## src/rtl/twsm_pkg.sv

```systemverilog
package twsm_pkg;

  typedef struct packed {
    logic tc;     // bit 7 transfer complete
    logic aas;    // bit 6 addressed as slave
    logic bb;     // bit 5 bus busy
    logic al;     // bit 4 arbitration lost
    logic rsvd;   // bit 3 reads 0
    logic srw;    // bit 2 slave read/write
    logic iflag;  // bit 1 interrupt flag
    logic rxak;   // bit 0 received acknowledge
  } stat_t;

  localparam stat_t STAT_RESET = '{tc: 1'b1, aas: 1'b0, bb: 1'b0, al: 1'b0,
                                   rsvd: 1'b0, srw: 1'b0, iflag: 1'b0, rxak: 1'b1};

  typedef struct packed {
    logic start;
    logic stop;
    logic byte_begin;
    logic byte_done;
    logic rw_valid;
    logic rw_bit;
    logic ack_valid;
    logic ack_bit;
    logic addr_hit;
  } bus_evt_t;

endpackage

```

## src/rtl/twsm_sync.sv

```systemverilog
module twsm_sync #(
  parameter int STAGES = 2,
  parameter int WIDTH  = 2
) (
  input  logic             clk,
  input  logic             rst_n,
  input  logic [WIDTH-1:0] d,
  output logic [WIDTH-1:0] q
);
  for (genvar i = 0; i < WIDTH; i++) begin : g_line
    logic [STAGES-1:0] chain_q;
    logic [STAGES-1:0] chain_d;

    always_comb begin
      chain_d = {chain_q[STAGES-2:0], d[i]};
    end

    always_ff @(posedge clk or negedge rst_n) begin
      if (!rst_n) chain_q <= '1;   // idle bus lines are high
      else        chain_q <= chain_d;
    end

    assign q[i] = chain_q[STAGES-1];
  end
endmodule

```

## src/rtl/twsm_frame.sv

```systemverilog
module twsm_frame
  import twsm_pkg::*;
#(
  parameter int ADDR_W = 7
) (
  input  logic              clk,
  input  logic              rst_n,
  input  logic              scl,
  input  logic              sda,
  input  logic [ADDR_W-1:0] own_addr,
  output bus_evt_t          evt
);
  localparam int DATA_BITS = ADDR_W + 1;
  localparam int LAST_CLK  = DATA_BITS + 1;
  localparam int CW        = $clog2(LAST_CLK + 1);

  logic          prev_scl_q, prev_sda_q;
  logic [CW-1:0] cnt_q, cnt_d;
  logic          first_q, first_d;
  logic [ADDR_W-1:0] sh_q, sh_d;

  logic start_c, stop_c, rise_c, fall_c;

  always_comb begin
    start_c = prev_scl_q & scl & prev_sda_q & ~sda;
    stop_c  = prev_scl_q & scl & ~prev_sda_q & sda;
    rise_c  = ~prev_scl_q & scl;
    fall_c  = prev_scl_q & ~scl;
  end

  always_comb begin
    cnt_d   = cnt_q;
    first_d = first_q;
    sh_d    = sh_q;
    if (start_c) begin
      cnt_d   = '0;
      first_d = 1'b1;
    end else if (stop_c) begin
      cnt_d   = '0;
      first_d = 1'b0;
    end else if (rise_c) begin
      if (cnt_q < CW'(LAST_CLK)) cnt_d = cnt_q + 1'b1;
      if (cnt_q < CW'(ADDR_W))   sh_d  = {sh_q[ADDR_W-2:0], sda};
    end else if (fall_c && cnt_q == CW'(LAST_CLK)) begin
      cnt_d   = '0;
      first_d = 1'b0;
    end
  end

  always_comb begin
    evt            = '0;
    evt.start      = start_c;
    evt.stop       = stop_c;
    evt.byte_begin = rise_c & (cnt_q == '0);
    evt.byte_done  = fall_c & (cnt_q == CW'(LAST_CLK)) & ~start_c & ~stop_c;
    evt.rw_valid   = rise_c & first_q & (cnt_q == CW'(ADDR_W));
    evt.rw_bit     = sda;
    evt.addr_hit   = rise_c & first_q & (cnt_q == CW'(ADDR_W)) & (sh_q == own_addr);
    evt.ack_valid  = rise_c & (cnt_q == CW'(DATA_BITS));
    evt.ack_bit    = sda;
  end

  always_ff @(posedge clk or negedge rst_n) begin
    if (!rst_n) begin
      prev_scl_q <= 1'b1;
      prev_sda_q <= 1'b1;
      cnt_q      <= '0;
      first_q    <= 1'b0;
      sh_q       <= '0;
    end else begin
      prev_scl_q <= scl;
      prev_sda_q <= sda;
      cnt_q      <= cnt_d;
      first_q    <= first_d;
      sh_q       <= sh_d;
    end
  end
endmodule

```

## src/rtl/twsm_status.sv

```systemverilog
module twsm_status
  import twsm_pkg::*;
(
  input  logic     clk,
  input  logic     rst_n,
  input  bus_evt_t evt,
  input  logic     stat_wr,
  input  logic     clr_al_n,
  input  logic     clr_if_n,
  input  logic     ctrl_wr,
  input  logic     al_pulse,
  output stat_t    stat
);
  stat_t st_q, st_d;
  logic  tc_set;

  always_comb begin
    st_d   = st_q;
    tc_set = evt.byte_done & ~st_q.tc;
    // byte progress
    if (evt.byte_begin) st_d.tc = 1'b0;
    if (evt.byte_done)  st_d.tc = 1'b1;
    // bus busy
    if (evt.stop)  st_d.bb = 1'b0;
    if (evt.start) st_d.bb = 1'b1;
    // captured bits
    if (evt.rw_valid)  st_d.srw  = evt.rw_bit;
    if (evt.ack_valid) st_d.rxak = evt.ack_bit;
    // addressed as slave: control write clears, a hit wins
    if (ctrl_wr)      st_d.aas = 1'b0;
    if (evt.addr_hit) st_d.aas = 1'b1;
    // software-clearable flags, set wins
    if (stat_wr && !clr_al_n) st_d.al = 1'b0;
    if (al_pulse)             st_d.al = 1'b1;
    if (stat_wr && !clr_if_n) st_d.iflag = 1'b0;
    if (tc_set || evt.addr_hit || al_pulse) st_d.iflag = 1'b1;
    st_d.rsvd = 1'b0;
  end

  always_ff @(posedge clk or negedge rst_n) begin
    if (!rst_n) st_q <= STAT_RESET;
    else        st_q <= st_d;
  end

  assign stat = st_q;
endmodule

```

## src/rtl/twowire_stat_mon.sv

```systemverilog
module twowire_stat_mon
  import twsm_pkg::*;
#(
  parameter int                SYNC_STAGES = 2,
  parameter int                ADDR_W      = 7,
  parameter int                REG_AW      = 8,
  parameter logic [REG_AW-1:0] STAT_OFFSET = 8'h1B
) (
  input  logic              clk,
  input  logic              rst_n,
  input  logic              scl_in,
  input  logic              sda_in,
  input  logic [ADDR_W-1:0] own_addr,
  input  logic              irq_en,
  input  logic              arb_lost_pulse,
  input  logic [REG_AW-1:0] reg_addr,
  input  logic              reg_wr,
  input  logic [7:0]        reg_wdata,
  input  logic              ctrl_wr,
  output logic [7:0]        stat_rdata,
  output logic              irq
);
  localparam int AL_BIT = 4;
  localparam int IF_BIT = 1;

  // reset: asserted asynchronously, released on a clock edge
  logic [1:0] rst_pipe_q;
  logic       rst_int_n;
  always_ff @(posedge clk or negedge rst_n) begin
    if (!rst_n) rst_pipe_q <= '0;
    else        rst_pipe_q <= {rst_pipe_q[0], 1'b1};
  end
  assign rst_int_n = rst_pipe_q[1];

  logic [1:0] lines_s;
  twsm_sync #(.STAGES(SYNC_STAGES), .WIDTH(2)) u_sync (
    .clk(clk), .rst_n(rst_int_n), .d({scl_in, sda_in}), .q(lines_s)
  );

  bus_evt_t evt_w;
  twsm_frame #(.ADDR_W(ADDR_W)) u_frame (
    .clk(clk), .rst_n(rst_int_n), .scl(lines_s[1]), .sda(lines_s[0]),
    .own_addr(own_addr), .evt(evt_w)
  );

  logic  sel_stat;
  logic  stat_wr_w;
  logic  addr_hit_w;
  stat_t status_w;

  always_comb begin
    sel_stat   = (reg_addr == STAT_OFFSET);
    stat_wr_w  = reg_wr & sel_stat;
    addr_hit_w = evt_w.addr_hit;
  end

  twsm_status u_status (
    .clk(clk), .rst_n(rst_int_n), .evt(evt_w), .stat_wr(stat_wr_w),
    .clr_al_n(reg_wdata[AL_BIT]), .clr_if_n(reg_wdata[IF_BIT]),
    .ctrl_wr(ctrl_wr), .al_pulse(arb_lost_pulse), .stat(status_w)
  );

  always_comb begin
    stat_rdata = sel_stat ? status_w : 8'h00;
    irq        = status_w.iflag & irq_en;
  end
endmodule

```

## config.mk

```make
export PLATFORM = sky130hd
export DESIGN_NAME = twowire_stat_mon
export DESIGN_NICKNAME = d
export VERILOG_FILES = /design/src/rtl/twsm_pkg.sv /design/src/rtl/twsm_sync.sv /design/src/rtl/twsm_frame.sv /design/src/rtl/twsm_status.sv /design/src/rtl/twowire_stat_mon.sv
export SDC_FILE = /design/constraint.sdc
export NUM_CORES = 1
export LEC_CHECK = 0
export ABC_AREA = 1
export BUFFER_PORTS_ARGS = -buffer_cell sky130_fd_sc_hd__buf_4
export CORE_MARGIN = 3
export CORE_UTILIZATION = 35
export DETAILED_ROUTE_END_ITERATION = 16
export PLACE_DENSITY = 0.6
export SYNTH_ARGS = -nofsm -noshare
export SYNTH_HDL_FRONTEND = slang
export SYNTH_SLANG_ARGS = --single-unit
```

## constraint.sdc

```tcl
create_clock -name clk -period 2 [get_ports clk]
set_clock_uncertainty 0.2 [all_clocks]
set_input_delay 0 -clock clk [delete_from_list [all_inputs] [get_ports clk]]
set_output_delay 0 -clock clk [all_outputs]
set_load 0.1 [all_outputs]
```

==> load_flow_metrics.sql, run 1 <==
INSERT INTO impl_metrics (metric_group, metric, value, unit) VALUES
('finish', 'final_core_utilization', '49.7', '%'),
('clocking', 'cts-buffers-inserted', '3', ''),
('setup_path', 'critical_path.reg2reg.startpoint', 'u_frame.cnt_q[0]', ''),
('grt', 'grt_first_pass_wirelength', '4540', 'um'),
('clocking', 'number_of_clock_sinks', '27', ''),
('routing', 'route.detailed.wl_per_inst', '10.1', 'um'),
('sta', 'finalCriticalPeriod', '1.73', 'ns'),
('flow_run', 'max_cap_viol_count', '0', ''),
('floorplanning', 'io-pin-count', '40', ''),
('clocking', 'post_cts_resize_count', '0', ''),
('sta', 'timing.final.crit_share', '86.6', '%'),
('sta', 'finalSetupViolCount', '0', ''),
('grt', 'grt_pass1_vias', '1132', ''),
('clocking', 'clk-insertion-delay-late', '0.27', 'ns'),
('routing', 'detailedRoute.firstIterationViolations', '34', ''),
('grt', 'grt_max_degree', '26', ''),
('sta', 'pins_over_their_slew_limit', '0', ''),
('floorplanning', 'floorplan.core_area', '3690', 'um^2'),
('setup_path', 'critical_path.startpoint', 'u_frame.cnt_q[0]', ''),
('floorplanning', 'fp.dieW', '68.3', 'um'),
('finish', 'final.fill_count', '351', ''),
('worst_hold_path', 'hold_class', 'reg -> async', ''),
('setup_path', 'worst-endpoint-arrival', '1.70', 'ns'),
('routing', 'length_of_the_first_detailed_routing_pass_in_iterations', '5', ''),
('pwr', 'cellPowerDensity', '632', 'nW/um^2'),
('sta', 'timing.final.hold_violations', '0', ''),
('routing', 'route.final.wire_length', '2650', 'um'),
('synth', 'syn_avg_cell_area', '8.28', 'um^2'),
('finish', 'layout-drive-gt1-share', '28.2', '%'),
('synth', 'synth-warning-count', '0', ''),
('setup_path', 'critPathMaxFanout', '5', ''),
('place', 'place.detailed.hpwl', '2000', 'um'),
('finish', 'antenna-diode-count', '0', ''),
('pwr', 'power.static_leakage', '0.921', 'nW'),
('grt', 'track_usage', '13.1', '%'),
('setup_path', 'timing.setup.critical_path_class', 'reg -> reg', ''),
('synth', 'ys_ff_latch', '27', ''),
('setup_path', 'cp_data_required_time', '1.97', 'ns'),
('grt', 'initial_antenna_violation_count', '0', ''),
('floorplanning', 'number_of_standard_cell_rows_in_the_floorplan', '22', ''),
('synth', 'synth_sequential_area_ratio', '50.5', '%'),
('clocking', 'max-clock-path-buffers', '2', ''),
('floorplanning', 'start_util', '36.8', '%'),
('clocking', 'cts.clk_slew.worst_paths', '0.09', 'ns'),
('place', 'buffers_added_on_ports', '32', ''),
('finish', 'flow.area_growth_from_synthesis', '34.9', '%'),
('sta', 'timing.fmax', '577', 'MHz'),
('run_status', 'status', 'finished, final reports clean', ''),
('routing', 'postRouteAntennaNets', '0', ''),
('synth', 'postSynthNetCount', '198', ''),
('synth', 'synth_area_leader_cell', 'sky130_fd_sc_hd__dfrtp_1', ''),
('sta', 'grt_setup_unrepaired', 'false', ''),
('floorplanning', 'die-area', '4660', 'um^2'),
('finish', 'nets_final', '248', ''),
('pwr', 'max-vdd-ir-drop', '0.470', 'mV'),
('synth', 'syn-instance-count', '164', ''),
('grt', 'grt_overflow', '0', ''),
('routing', 'via_per_inst', '4.49', ''),
('setup_path', 'timing.critical_path.from_type', 'flip-flop', ''),
('clocking', 'tritoncts', 'built', ''),
('synth', 'netlist-cell-type-count', '26', ''),
('routing', 'drc', '0', ''),
('pwr', 'finalPower', '0.00116', 'W'),
('place', 'gp_congestion', '0.747', ''),
('synth', 'synthDominantCellAreaShare', '35.0', '%'),
('synth', 'yosys-top-cells-area', 'sky130_fd_sc_hd__dfrtp_1 35%, sky130_fd_sc_hd__dfstp_2 15%, sky130_fd_sc_hd__nand2_1 11%', ''),
('clocking', 'cts.root.buffer_cell', 'sky130_fd_sc_hd__clkbuf_8', ''),
('setup_path', 'timing.critical_path.to_type', 'flip-flop', ''),
('synth', 'syn_area', '1360', 'um^2'),
('clocking', 'htree_levels', '1', ''),
('floorplanning', 'die-height', '68.3', 'um'),
('routing', 'via_count', '1171', '');
[path summary, 6_finish.rpt]
check | to | slack [ns] | cells after the start
worst min register to register | u_status.stat[5] | 0.02 | 1
worst max register to register | u_frame.cnt_q[0] | 0.27 | 8
worst min-delay path | u_status.stat[5] | 0.02 | 1
worst max-delay path | u_frame.cnt_q[0] | 0.27 | 8
min in group clk | u_status.stat[1] | 0.02 | 8
max in group asynchronous | rst_pipe_q[1] | 1.11 | 3
[worst max-delay path, stage by stage (launching register included)]
cell and delay (ns):
sky130_fd_sc_hd__dfrtp_1 0.43, sky130_fd_sc_hd__inv_1 0.08, sky130_fd_sc_hd__ha_1 0.22, sky130_fd_sc_hd__inv_1 0.06, sky130_fd_sc_hd__nor2_1 0.04, sky130_fd_sc_hd__o21ai_1 0.31
sky130_fd_sc_hd__nand2_2 0.14, sky130_fd_sc_hd__nand3_1 0.09, sky130_fd_sc_hd__nand2_1 0.06
[metal layers]
| metal | up-vias | share of wire [%] | GRT usage [%] |
|---|---|---|---|
| met1 | 532 | 44 | 14.4 |
| met4 | 0 | 2.0 | 5.71 |
| met3 | 7 | 4.6 | 2.30 |
| met2 | 32 | 49 | 24.2 |
| met5 | - | 0 | 0 |
| li1 | 600 | - | - |
[final cells by class]
class / count / area, um^2 / area share (%)
multi-input combinational: 110 / 559 / 30.5
sequential: 27 / 686 / 37.4
timing repair buffer: 47 / 388 / 21.2
clock buffer: 4 / 45.0 / 2.46
inverter: 25 / 93.8 / 5.12
tap: 48 / 60.1 / 3.28
[placed cells by master, fill, tap and decap left out, drive strengths merged, types with 8 or more instances in the layout]
cell,instances
nand2,43
buf,33
nor2,26
inv,25
dfrtp,19
dlygate4sd3,14
nand3,12
o21ai,10
dfstp,8
[sequential cells by signal (all words and copies together) (netlist names)]
signal / cells
u_frame.sh_q: 7
u_status.stat: 7
u_frame.cnt_q: 4
u_sync.g_line.chain_q: 4
rst_pipe_q: 2
u_frame.first_q: 1
u_frame.prev_scl_q: 1
u_frame.prev_sda_q: 1
[where the power goes]
part	switching, W	internal [W]
clock	0.000162	0.000143
sequential	0.0000351	0.000596
combinational	0.000115	0.000108
[metrics by stage]
step                      setup TNS [ns]  worst slack (ns)  hold slack (ns)  std cells  area [um^2]
after CTS                              0             0.268           0.0128        261         1830
after global routing                   0            0.0825           0.0573        261         1830
after detailed placement               0             0.280           -0.416        243         1650
after global placement                 0             0.366           -0.417        243         1650
final                                  0             0.268           0.0159        261         1830
after floorplan                   -0.289           -0.0412           -0.496        164         1360
[cell families (layout without fill, tap and decap cells)]
kind of cell,Yosys count,after routing,synth area share [%]
adders and majority gates,3,3,2.77
AOI/OAI and AO/OA,16,16,7.65
buffers and inverters,27,76,8.30
other,2,2,0.553
and+or+nand+nor,84,84,27.0
DFF,27,27,50.5
xor gates and xnor gates,5,5,3.23
[synth_stat cells]
cell / number
sky130_fd_sc_hd__a21o_1: 1
sky130_fd_sc_hd__a21oi_1: 2
sky130_fd_sc_hd__a21oi_2: 2
sky130_fd_sc_hd__buf_4: 1
sky130_fd_sc_hd__buf_6: 1
sky130_fd_sc_hd__conb_1: 2
sky130_fd_sc_hd__dfrtp_1: 19
sky130_fd_sc_hd__dfstp_2: 8
sky130_fd_sc_hd__ha_1: 3
sky130_fd_sc_hd__inv_1: 22
sky130_fd_sc_hd__inv_2: 3
sky130_fd_sc_hd__nand2_1: 41
sky130_fd_sc_hd__nand2_2: 2
sky130_fd_sc_hd__nand3_1: 12
sky130_fd_sc_hd__nand3b_1: 1
sky130_fd_sc_hd__nand4_1: 1
sky130_fd_sc_hd__nor2_1: 21
sky130_fd_sc_hd__nor2_2: 3
sky130_fd_sc_hd__nor2_4: 2
sky130_fd_sc_hd__o21ai_0: 5
sky130_fd_sc_hd__o21ai_1: 2
sky130_fd_sc_hd__o21ai_2: 3
sky130_fd_sc_hd__o21bai_1: 1
sky130_fd_sc_hd__or2_2: 1
sky130_fd_sc_hd__xnor2_1: 4
sky130_fd_sc_hd__xor2_1: 1
[what timing repair did]
action                    CTS  global route
hold buffers               14             0
buffers inserted            0             0
hold endpoints to repair    7             0
Power figures use the tool's default switching activity.
==> run 2: changes to the inputs <==
==> constraint.sdc (replaced) <==
create_clock -name clk -period 1.6 [get_ports clk]
set_clock_uncertainty 0.2 [all_clocks]
set_input_delay 0.16 -clock clk [delete_from_list [all_inputs] [get_ports clk]]
set_output_delay 0.16 -clock clk [all_outputs]
set_load 0.1 [all_outputs]
==> run 2 against run 1 <==
The run now ends with hold timing left. Die area did not move. Register-to-register slack got worse by 0.22 ns. Via count fell by 1.6%. Critical path depth did not move. Critical endpoint unchanged. Sequential share of layout area fell by 3.3 points. Count of clock-buffer cells in the layout did not move. Worst setup slack got worse by 0.22 ns.
==> load_flow_metrics.sql, run 2 (synthesis gave the netlist of run 1 again) <==
INSERT INTO impl_metrics (metric_group, metric, value, unit) VALUES
('finish', 'layout-drive-gt1-share', '45.0', '%'),
('place', 'placement.setup.worst_slack', '0.00459', 'ns'),
('clocking', 'tritoncts', 'built', ''),
('pwr', 'cellPowerDensity', '743', 'nW/um^2'),
('grt', 'grt_overflow', '0', ''),
('finish', 'most-common-layout-cells', '41 x sky130_fd_sc_hd__buf_4, 38 x sky130_fd_sc_hd__nand2_1, 20 x sky130_fd_sc_hd__inv_1', ''),
('sta', 'fin_worst_hold_slack', '-0.0454', 'ns'),
('setup_path', 'timing.setup.critical_path_class', 'reg -> reg', ''),
('floorplanning', 'die-height', '68.3', 'um'),
('pwr', 'power.net_switching', '0.000413', 'W'),
('routing', 'drc', '0', ''),
('worst_hold_path', 'worst_hold_startpoint', 'reg_wdata[4]', ''),
('clocking', 'htree_levels', '1', ''),
('grt', 'initial_antenna_violation_count', '0', ''),
('place', 'gp_congestion', '0.780', ''),
('sta', 'grt_setup_unrepaired', 'true', ''),
('setup_path', 'critPathSlowestCell', 'sky130_fd_sc_hd__dfrtp_2', ''),
('finish', 'final_core_utilization', '54.5', '%'),
('sta', 'timing.final.hold_violations', '1', ''),
('pwr', 'p_comb_share', '21.6', '%'),
('routing', 'via_per_inst', '4.33', ''),
('clocking', 'clk-insertion-delay-late', '0.27', 'ns'),
('finish', 'flow.area_growth_from_synthesis', '48.1', '%'),
('pwr', 'max-vdd-ir-drop', '0.565', 'mV'),
('floorplanning', 'io-pin-count', '40', ''),
('setup_path', 'number_of_cell_instances_on_the_worst_register_to_register_path', '8', ''),
('setup_path', 'worst-r2r-setup-slack', '0.05', 'ns'),
('setup_path', 'critical_path.reg2reg.startpoint', 'u_frame.cnt_q[0]', ''),
('clocking', 'cts.clk_slew.worst_paths', '0.09', 'ns'),
('setup_path', 'cp_top_family', 'simple AND/OR/NAND/NOR gates', ''),
('pwr', 'seq_power_share', '53.1', '%'),
('place', 'dp.cells', '249', ''),
('floorplanning', 'number_of_standard_cell_rows_in_the_floorplan', '22', ''),
('routing', 'detailedRoute.firstIterationViolations', '24', ''),
('grt', 'grt_first_pass_wirelength', '4600', 'um'),
('clocking', 'cts-buffers-inserted', '3', ''),
('clocking', 'number_of_clock_sinks', '27', ''),
('finish', 'antenna-diode-count', '0', ''),
('setup_path', 'crit_buf_inv', '1', ''),
('grt', 'grt_pass1_vias', '1101', ''),
('routing', 'postRouteAntennaNets', '0', ''),
('sta', 'finalCriticalPeriod', '1.55', 'ns'),
('floorplanning', 'fp.dieW', '68.3', 'um'),
('setup_path', 'critPathMaxFanout', '5', ''),
('worst_hold_path', 'hold_class', 'in -> reg', ''),
('routing', 'length_of_the_first_detailed_routing_pass_in_iterations', '4', ''),
('run_status', 'failed_checks', 'hold timing', ''),
('routing', 'route.detailed.wl_per_inst', '10.7', 'um'),
('setup_path', 'worst-endpoint-arrival', '1.52', 'ns'),
('finish', 'nets_final', '253', ''),
('floorplanning', 'start_util', '36.8', '%'),
('worst_hold_path', 'worst_hold_path.num_cells', '3', ''),
('pwr', 'power.internal', '0.00108', 'W'),
('flow_run', 'max_cap_viol_count', '0', ''),
('sta', 'timing.fmax', '644', 'MHz'),
('sta', 'worst_slack', '0.0481', 'ns'),
('setup_path', 'timing.critical_path.from_type', 'flip-flop', ''),
('place', 'buffers_added_on_ports', '32', ''),
('place', 'place.detailed.hpwl', '2090', 'um'),
('finish', 'final_cell_count_no_fill', '266', ''),
('sta', 'timing.final.crit_share', '97.0', '%'),
('setup_path', 'timing.critical_path.to_type', 'flip-flop', ''),
('grt', 'track_usage', '13.1', '%'),
('pwr', 'power.static_leakage', '0.984', 'nW'),
('floorplanning', 'floorplan.core_area', '3690', 'um^2'),
('clocking', 'max-clock-path-buffers', '2', ''),
('pwr', 'power.switching_fraction', '27.6', '%'),
('setup_path', 'path_cells', 'buf_6, ha_2, nand2_2, nor2_4, nor2_4, nand2_2, nand3_2, nand2_1', ''),
('setup_path', 'cp_data_required_time', '1.57', 'ns'),
('sta', 'finalSetupViolCount', '0', ''),
('setup_path', 'slowest_delay', '0.45', 'ns'),
('worst_hold_path', 'worstHoldEndpoint', 'u_status.stat[4]', ''),
('clocking', 'cts.root.buffer_cell', 'sky130_fd_sc_hd__clkbuf_8', ''),
('setup_path', 'rr_endpoint', 'u_frame.cnt_q[0]', ''),
('pwr', 'pwr-share-clk', '25.4', '%'),
('grt', 'grt_max_degree', '26', ''),
('routing', 'via_count', '1152', ''),
('run_status', 'status', 'complete, but fails checks', ''),
('routing', 'route.final.wire_length', '2840', 'um'),
('floorplanning', 'die-area', '4660', 'um^2'),
('sta', 'pins_over_their_slew_limit', '0', ''),
('finish', 'mostFrequentLayoutCell', 'sky130_fd_sc_hd__buf_4', '');
[run 2: what timing repair did]
item | 4_1_cts | 5_1_grt
pin swaps | 0 | 11
hold buffers | 7 | 0
gates resized for setup | 1 | 27
setup endpoints to repair | 3 | 22
gates cloned | 0 | 0
setup buffers | 2 | 5
endpoints found under the hold margin | 7 | 0
[run 2: power by group through the flow]
stage | combinational (W) | clock (W) | sequential (W)
detailed placement | 0.000268 | 0 | 0.000803
global placement | 0.000260 | 0 | 0.000799
floorplan | 0.000176 | 0 | 0.000800
global route | 0.000367 | 0.000423 | 0.000801
finish | 0.000322 | 0.000379 | 0.000793
CTS | 0.000290 | 0.000397 | 0.000790
[run 2: worst min-delay path, stage by stage]
cell and delay (ns):
sky130_fd_sc_hd__buf_4 0.08, sky130_fd_sc_hd__nor2_1 0.04, sky130_fd_sc_hd__o21bai_1 0.12
[run 2: final cells by class]
class	count	area, um^2
Clock buffer	4	45.0
Inverter	25	93.8
Multi-Input combinational cell	110	693
Tap cell	48	60.1
Timing Repair Buffer	52	432
Sequential cell	27	687
Fill cell	360	1680
[run 2: through the flow]
step | TNS, ns | power, W | instance area, um^2
2_1_floorplan | 0 | 0.000975 | 1430
3_3_place_gp | 0 | 0.00106 | 1760
3_5_place_dp | 0 | 0.00107 | 1760
4_1_cts | 0 | 0.00148 | 1900
5_1_grt | -0.217 | 0.00159 | 2010
6_report | 0 | 0.00149 | 2010
[run 2: worst max-delay path by stage]
stage                                 from          endpoint  depth (start not counted)
after floorplan                reg_addr[7]     stat_rdata[0]                          4
after global placement         reg_addr[7]     stat_rdata[0]                          6
after detailed placement       reg_addr[2]     stat_rdata[0]                          7
after CTS                 u_status.stat[0]     stat_rdata[0]                          3
after global routing      u_frame.cnt_q[0]  u_frame.cnt_q[0]                          8
final                     u_frame.cnt_q[0]  u_frame.cnt_q[0]                          8
[run 2: routing by layer]
| layer | vias to the layer above | global-route usage, % | wire, um |
|---|---|---|---|
| met3 | 2 | 2.13 | 148 |
| met1 | 518 | 16.4 | 1250 |
| li1 | 603 | - | - |
| met4 | 0 | 6.70 | 23 |
| met2 | 29 | 21.8 | 1420 |
| met5 | - | 0 | 0 |
==> run 3: changes to the inputs <==
--- a/config.mk
+++ b/config.mk
@@ -10,7 +10,8 @@
 export CORE_MARGIN = 3
 export CORE_UTILIZATION = 35
 export DETAILED_ROUTE_END_ITERATION = 16
-export PLACE_DENSITY = 0.6
+export PLACE_DENSITY = 0.59
 export SYNTH_ARGS = -nofsm -noshare
 export SYNTH_HDL_FRONTEND = slang
+export SYNTH_HIERARCHICAL = 1
 export SYNTH_SLANG_ARGS = --single-unit
==> run 3 against run 2 <==
The flow finishes with violations (slew limit). Synthesized cell count grew 11%. Combinational power down 8.7%. Flip-flop and latch count did not move. Critical path depth grew 1. Sequential share of layout area is 0.065 points lower. Worst setup slack improved by 0.015 ns. Routed wire length down 1.3%. Worst hold slack gained 0.071 ns. Critical path type unchanged.
==> load_flow_metrics.sql, run 3 <==
INSERT INTO impl_metrics (metric_group, metric, value, unit) VALUES
('flow_run', 'max_cap_viol_count', '0', ''),
('setup_path', 'worst-r2r-setup-slack', '0.06', 'ns'),
('clocking', 'cts-buffers-inserted', '3', ''),
('pwr', 'cellPowerDensity', '720', 'nW/um^2'),
('synth', 'synthDominantCellAreaShare', '32.5', '%'),
('floorplanning', 'floorplan.core_area', '3850', 'um^2'),
('sta', 'finalCriticalPeriod', '1.54', 'ns'),
('setup_path', 'critPathMaxFanout', '7', ''),
('sta', 'max_slew_margin', '-15.6', '%'),
('finish', 'seq_area', '688', 'um^2'),
('setup_path', 'cp_top_family', 'simple AND/OR/NAND/NOR gates', ''),
('sta', 'pins_over_their_slew_limit', '1', ''),
('sta', 'timing.fmax', '651', 'MHz'),
('clocking', 'tritoncts', 'built', ''),
('synth', 'ys_ff_latch', '27', ''),
('finish', 'final.fill_count', '363', ''),
('synth', 'syn_avg_cell_area', '8.05', 'um^2'),
('finish', 'flow.area_growth_from_synthesis', '37.7', '%'),
('routing', 'route.detailed.wl_per_inst', '10.2', 'um'),
('synth', 'synthMostInstantiatedCell', 'sky130_fd_sc_hd__nand2_1', ''),
('setup_path', 'timing.critical_path.from_type', 'flip-flop', ''),
('clocking', 'clk-insertion-delay-late', '0.26', 'ns'),
('synth', 'synth_sequential_area_ratio', '46.8', '%'),
('grt', 'grt_first_pass_wirelength', '4850', 'um'),
('synth', 'ys_dominant_reg_cell', 'sky130_fd_sc_hd__dfrtp_1', ''),
('routing', 'drc', '0', ''),
('setup_path', 'number_of_cell_instances_on_the_worst_register_to_register_path', '9', ''),
('setup_path', 'path_cells', 'ha_1, nand2_1, nor2_1, nand2_2, inv_2, inv_1, nor2_1, nor2_1, nand2_1', ''),
('floorplanning', 'die-area', '5000', 'um^2'),
('grt', 'grt_pass1_vias', '1151', ''),
('synth', 'postSynthNetCount', '216', ''),
('finish', 'post-route-cell-area', '2020', 'um^2'),
('pwr', 'p_comb_share', '20.2', '%'),
('routing', 'postRouteAntennaNets', '0', ''),
('run_status', 'failed_checks', 'slew limit', ''),
('sta', 'grt_setup_unrepaired', 'true', ''),
('run_status', 'status', 'complete, but fails checks', ''),
('setup_path', 'timing.critical_path.to_type', 'flip-flop', ''),
('floorplanning', 'number_of_standard_cell_rows_in_the_floorplan', '22', ''),
('setup_path', 'crit_buf_inv', '2', ''),
('sta', 'worst_slack', '0.0635', 'ns'),
('floorplanning', 'fp.dieW', '70.7', 'um'),
('place', 'placement.setup.worst_slack', '0.0255', 'ns'),
('place', 'buffers_added_on_ports', '32', ''),
('finish', 'most-common-layout-cells', '35 x sky130_fd_sc_hd__buf_4, 33 x sky130_fd_sc_hd__nand2_1, 32 x sky130_fd_sc_hd__inv_1', ''),
('synth', 'synth-warning-count', '6', ''),
('routing', 'via_count', '1162', ''),
('routing', 'via_per_inst', '4.23', ''),
('finish', 'multi_input_comb_area', '661', 'um^2'),
('grt', 'initial_antenna_violation_count', '0', ''),
('sta', 'timing.final.crit_share', '96.0', '%'),
('sta', 'timing.final.hold_violations', '0', ''),
('pwr', 'power.internal', '0.00107', 'W'),
('pwr', 'power.switching_fraction', '26.6', '%'),
('setup_path', 'critPathSlowestCell', 'sky130_fd_sc_hd__dfrtp_2', ''),
('setup_path', 'cp_data_required_time', '1.56', 'ns'),
('grt', 'track_usage', '11.7', '%'),
('synth', 'syn-instance-count', '182', ''),
('clocking', 'htree_levels', '1', ''),
('finish', 'nets_final', '262', ''),
('synth', 'synth_enable_flop_cells', '0', ''),
('routing', 'detailedRoute.firstIterationViolations', '23', ''),
('floorplanning', 'die-height', '70.7', 'um'),
('floorplanning', 'io-pin-count', '40', ''),
('setup_path', 'worst-endpoint-arrival', '1.50', 'ns'),
('setup_path', 'timing.setup.critical_path_class', 'reg -> reg', ''),
('grt', 'grt_overflow', '0', ''),
('synth', 'ys_async_sr_fraction', '100', '%'),
('clocking', 'number_of_clock_sinks', '27', ''),
('finish', 'mostFrequentLayoutCell', 'sky130_fd_sc_hd__buf_4', ''),
('place', 'detailed_place.area', '1760', 'um^2'),
('synth', 'netlist-cell-type-count', '26', ''),
('synth', 'syn_area', '1470', 'um^2'),
('pwr', 'max-vdd-ir-drop', '0.592', 'mV'),
('worst_hold_path', 'hold_class', 'reg -> async', ''),
('pwr', 'pwr-share-clk', '25.6', '%'),
('routing', 'length_of_the_first_detailed_routing_pass_in_iterations', '4', ''),
('place', 'place.detailed.hpwl', '1940', 'um'),
('synth', 'synth.top_cells.by_count', '36 x sky130_fd_sc_hd__nand2_1, 34 x sky130_fd_sc_hd__inv_1, 28 x sky130_fd_sc_hd__nor2_1', ''),
('setup_path', 'slowest_delay', '0.45', 'ns'),
('setup_path', 'critical_path.reg2reg.startpoint', 'u_frame/cnt_q[0]', ''),
('synth', 'yosys-top-cells-area', 'sky130_fd_sc_hd__dfrtp_1 32%, sky130_fd_sc_hd__dfstp_2 14%, sky130_fd_sc_hd__nand2_1 9.2%', ''),
('pwr', 'power.net_switching', '0.000386', 'W'),
('setup_path', 'rr_endpoint', 'u_status/stat[1]', ''),
('routing', 'route.final.wire_length', '2800', 'um'),
('place', 'gp_congestion', '0.754', ''),
('finish', 'layout-drive-gt1-share', '38.3', '%'),
('sta', 'finalSetupViolCount', '0', ''),
('pwr', 'seq_power_share', '54.2', '%'),
('synth', 'synth_area_leader_cell', 'sky130_fd_sc_hd__dfrtp_1', ''),
('pwr', 'power.static_leakage', '0.974', 'nW'),
('setup_path', 'timing.critical_path.mode_cell', 'sky130_fd_sc_hd__nor2_1', ''),
('clocking', 'cts.clk_slew.worst_paths', '0.08', 'ns'),
('clocking', 'cts.root.buffer_cell', 'sky130_fd_sc_hd__clkbuf_8', ''),
('grt', 'grt_max_degree', '26', ''),
('floorplanning', 'start_util', '38.0', '%'),
('finish', 'antenna-diode-count', '0', ''),
('sta', 'timing_worst_slew_pin_value', '1.73', 'ns'),
('clocking', 'max-clock-path-buffers', '2', '');
==> run 3: changes by cell type after synthesis, moves of 2 or more <==
cell                      change
sky130_fd_sc_hd__nor3_1       +2
sky130_fd_sc_hd__nand3_1      -5
sky130_fd_sc_hd__nor2_2       -2
sky130_fd_sc_hd__nor2_4       -2
sky130_fd_sc_hd__a21oi_1      -2
sky130_fd_sc_hd__xor2_1       +2
sky130_fd_sc_hd__nand4_1      +3
sky130_fd_sc_hd__buf_4        +6
sky130_fd_sc_hd__nor2_1       +7
sky130_fd_sc_hd__inv_1       +12
sky130_fd_sc_hd__nand2_1      -5
==> run 3: worst register-to-register path: stages (launching register included) <==
cell and delay [ns]:
sky130_fd_sc_hd__dfrtp_2 0.45, sky130_fd_sc_hd__ha_1 0.21, sky130_fd_sc_hd__nand2_1 0.05, sky130_fd_sc_hd__nor2_1 0.05, sky130_fd_sc_hd__nand2_2 0.18, sky130_fd_sc_hd__inv_2 0.04, sky130_fd_sc_hd__inv_1 0.06, sky130_fd_sc_hd__nor2_1 0.04
sky130_fd_sc_hd__nor2_1 0.09, sky130_fd_sc_hd__nand2_1 0.05
==> run 3: cell type report <==
class                   count  area share [%]
well taps                  48            2.98
multi-input cells         110            32.7
inverters                  37            7.01
clock buffers               4            2.23
flip-flops and latches     27            34.1
repair buffers             49            21.0
==> run 3: what timing repair did <==
action | in CTS | in global routing
endpoints found under the setup margin | 2 | 16
pin swaps | 0 | 11
setup buffers | 0 | 5
hold buffers | 8 | 0
gates resized for setup | 2 | 23
cloned | 0 | 0
endpoints found under the hold margin | 7 | 0
==> run 3: per-stage QoR <==
| step | power [W] | utilization, % | std cells | setup TNS (ns) | hold WS (ns) |
|---|---|---|---|---|---|
| 6_report | 0.00145 | 52.4 | 275 | 0 | 0.0253 |
| 5_1_grt | 0.00156 | 52.4 | 275 | -0.197 | 0.0642 |
| 4_1_cts | 0.00146 | 49.1 | 270 | 0 | 0.0412 |
| 3_5_place_dp | 0.00105 | 45.6 | 258 | 0 | -0.256 |
| 3_3_place_gp | 0.00104 | 45.6 | 258 | 0 | -0.257 |
| 2_1_floorplan | 0.000967 | - | 182 | -0.457 | -0.336 |
==> run 3: how the worst max path moves through the flow <==
stage,from,endpoint,slack [ns],cells after the start
floorplan,reg_addr[5],stat_rdata[1],-0.09,5
global placement,u_frame/cnt_q[0],u_status/stat[1],0.04,9
detailed placement,u_frame/cnt_q[0],u_status/stat[1],0.03,9
CTS,u_frame/cnt_q[0],u_status/stat[1],0.002,9
global route,u_frame/cnt_q[1],u_status/stat[1],-0.06,10
finish,u_frame/cnt_q[0],u_status/stat[1],0.06,9
==> run 3: per-layer routing <==
layer | vias to the layer above | share of wire, % | track usage (%)
met2 | 33 | 46 | 19.9
met4 | 0 | 0.68 | 2.09
met3 | 2 | 8.1 | 3.84
li1 | 625 | - | -
met1 | 502 | 45 | 14.6
met5 | - | 0 | 0
==> run 3: power by group through the flow <==
stage	Combinational (W)	Sequential [W]	Clock, W
floorplan	0.000174	0.000793	0
global placement	0.000251	0.000794	0
detailed placement	0.000253	0.000797	0
CTS	0.000270	0.000784	0.000403
global route	0.000334	0.000797	0.000425
finish	0.000294	0.000788	0.000372
==> run 3: kinds of logic (layout without fill, tap and decap cells) <==
group | count (synthesis) | in the layout | share of synthesized area [%]
adder cells (fa/ha/maj) | 3 | 3 | 2.56
XOR/XNOR | 6 | 6 | 3.59
AND/OR/NAND/NOR | 84 | 84 | 25.4
buffers and inverters | 45 | 90 | 14.0
flip-flops | 27 | 27 | 46.8
other | 2 | 2 | 0.513
AO/OA/AOI/OAI | 15 | 15 | 7.09
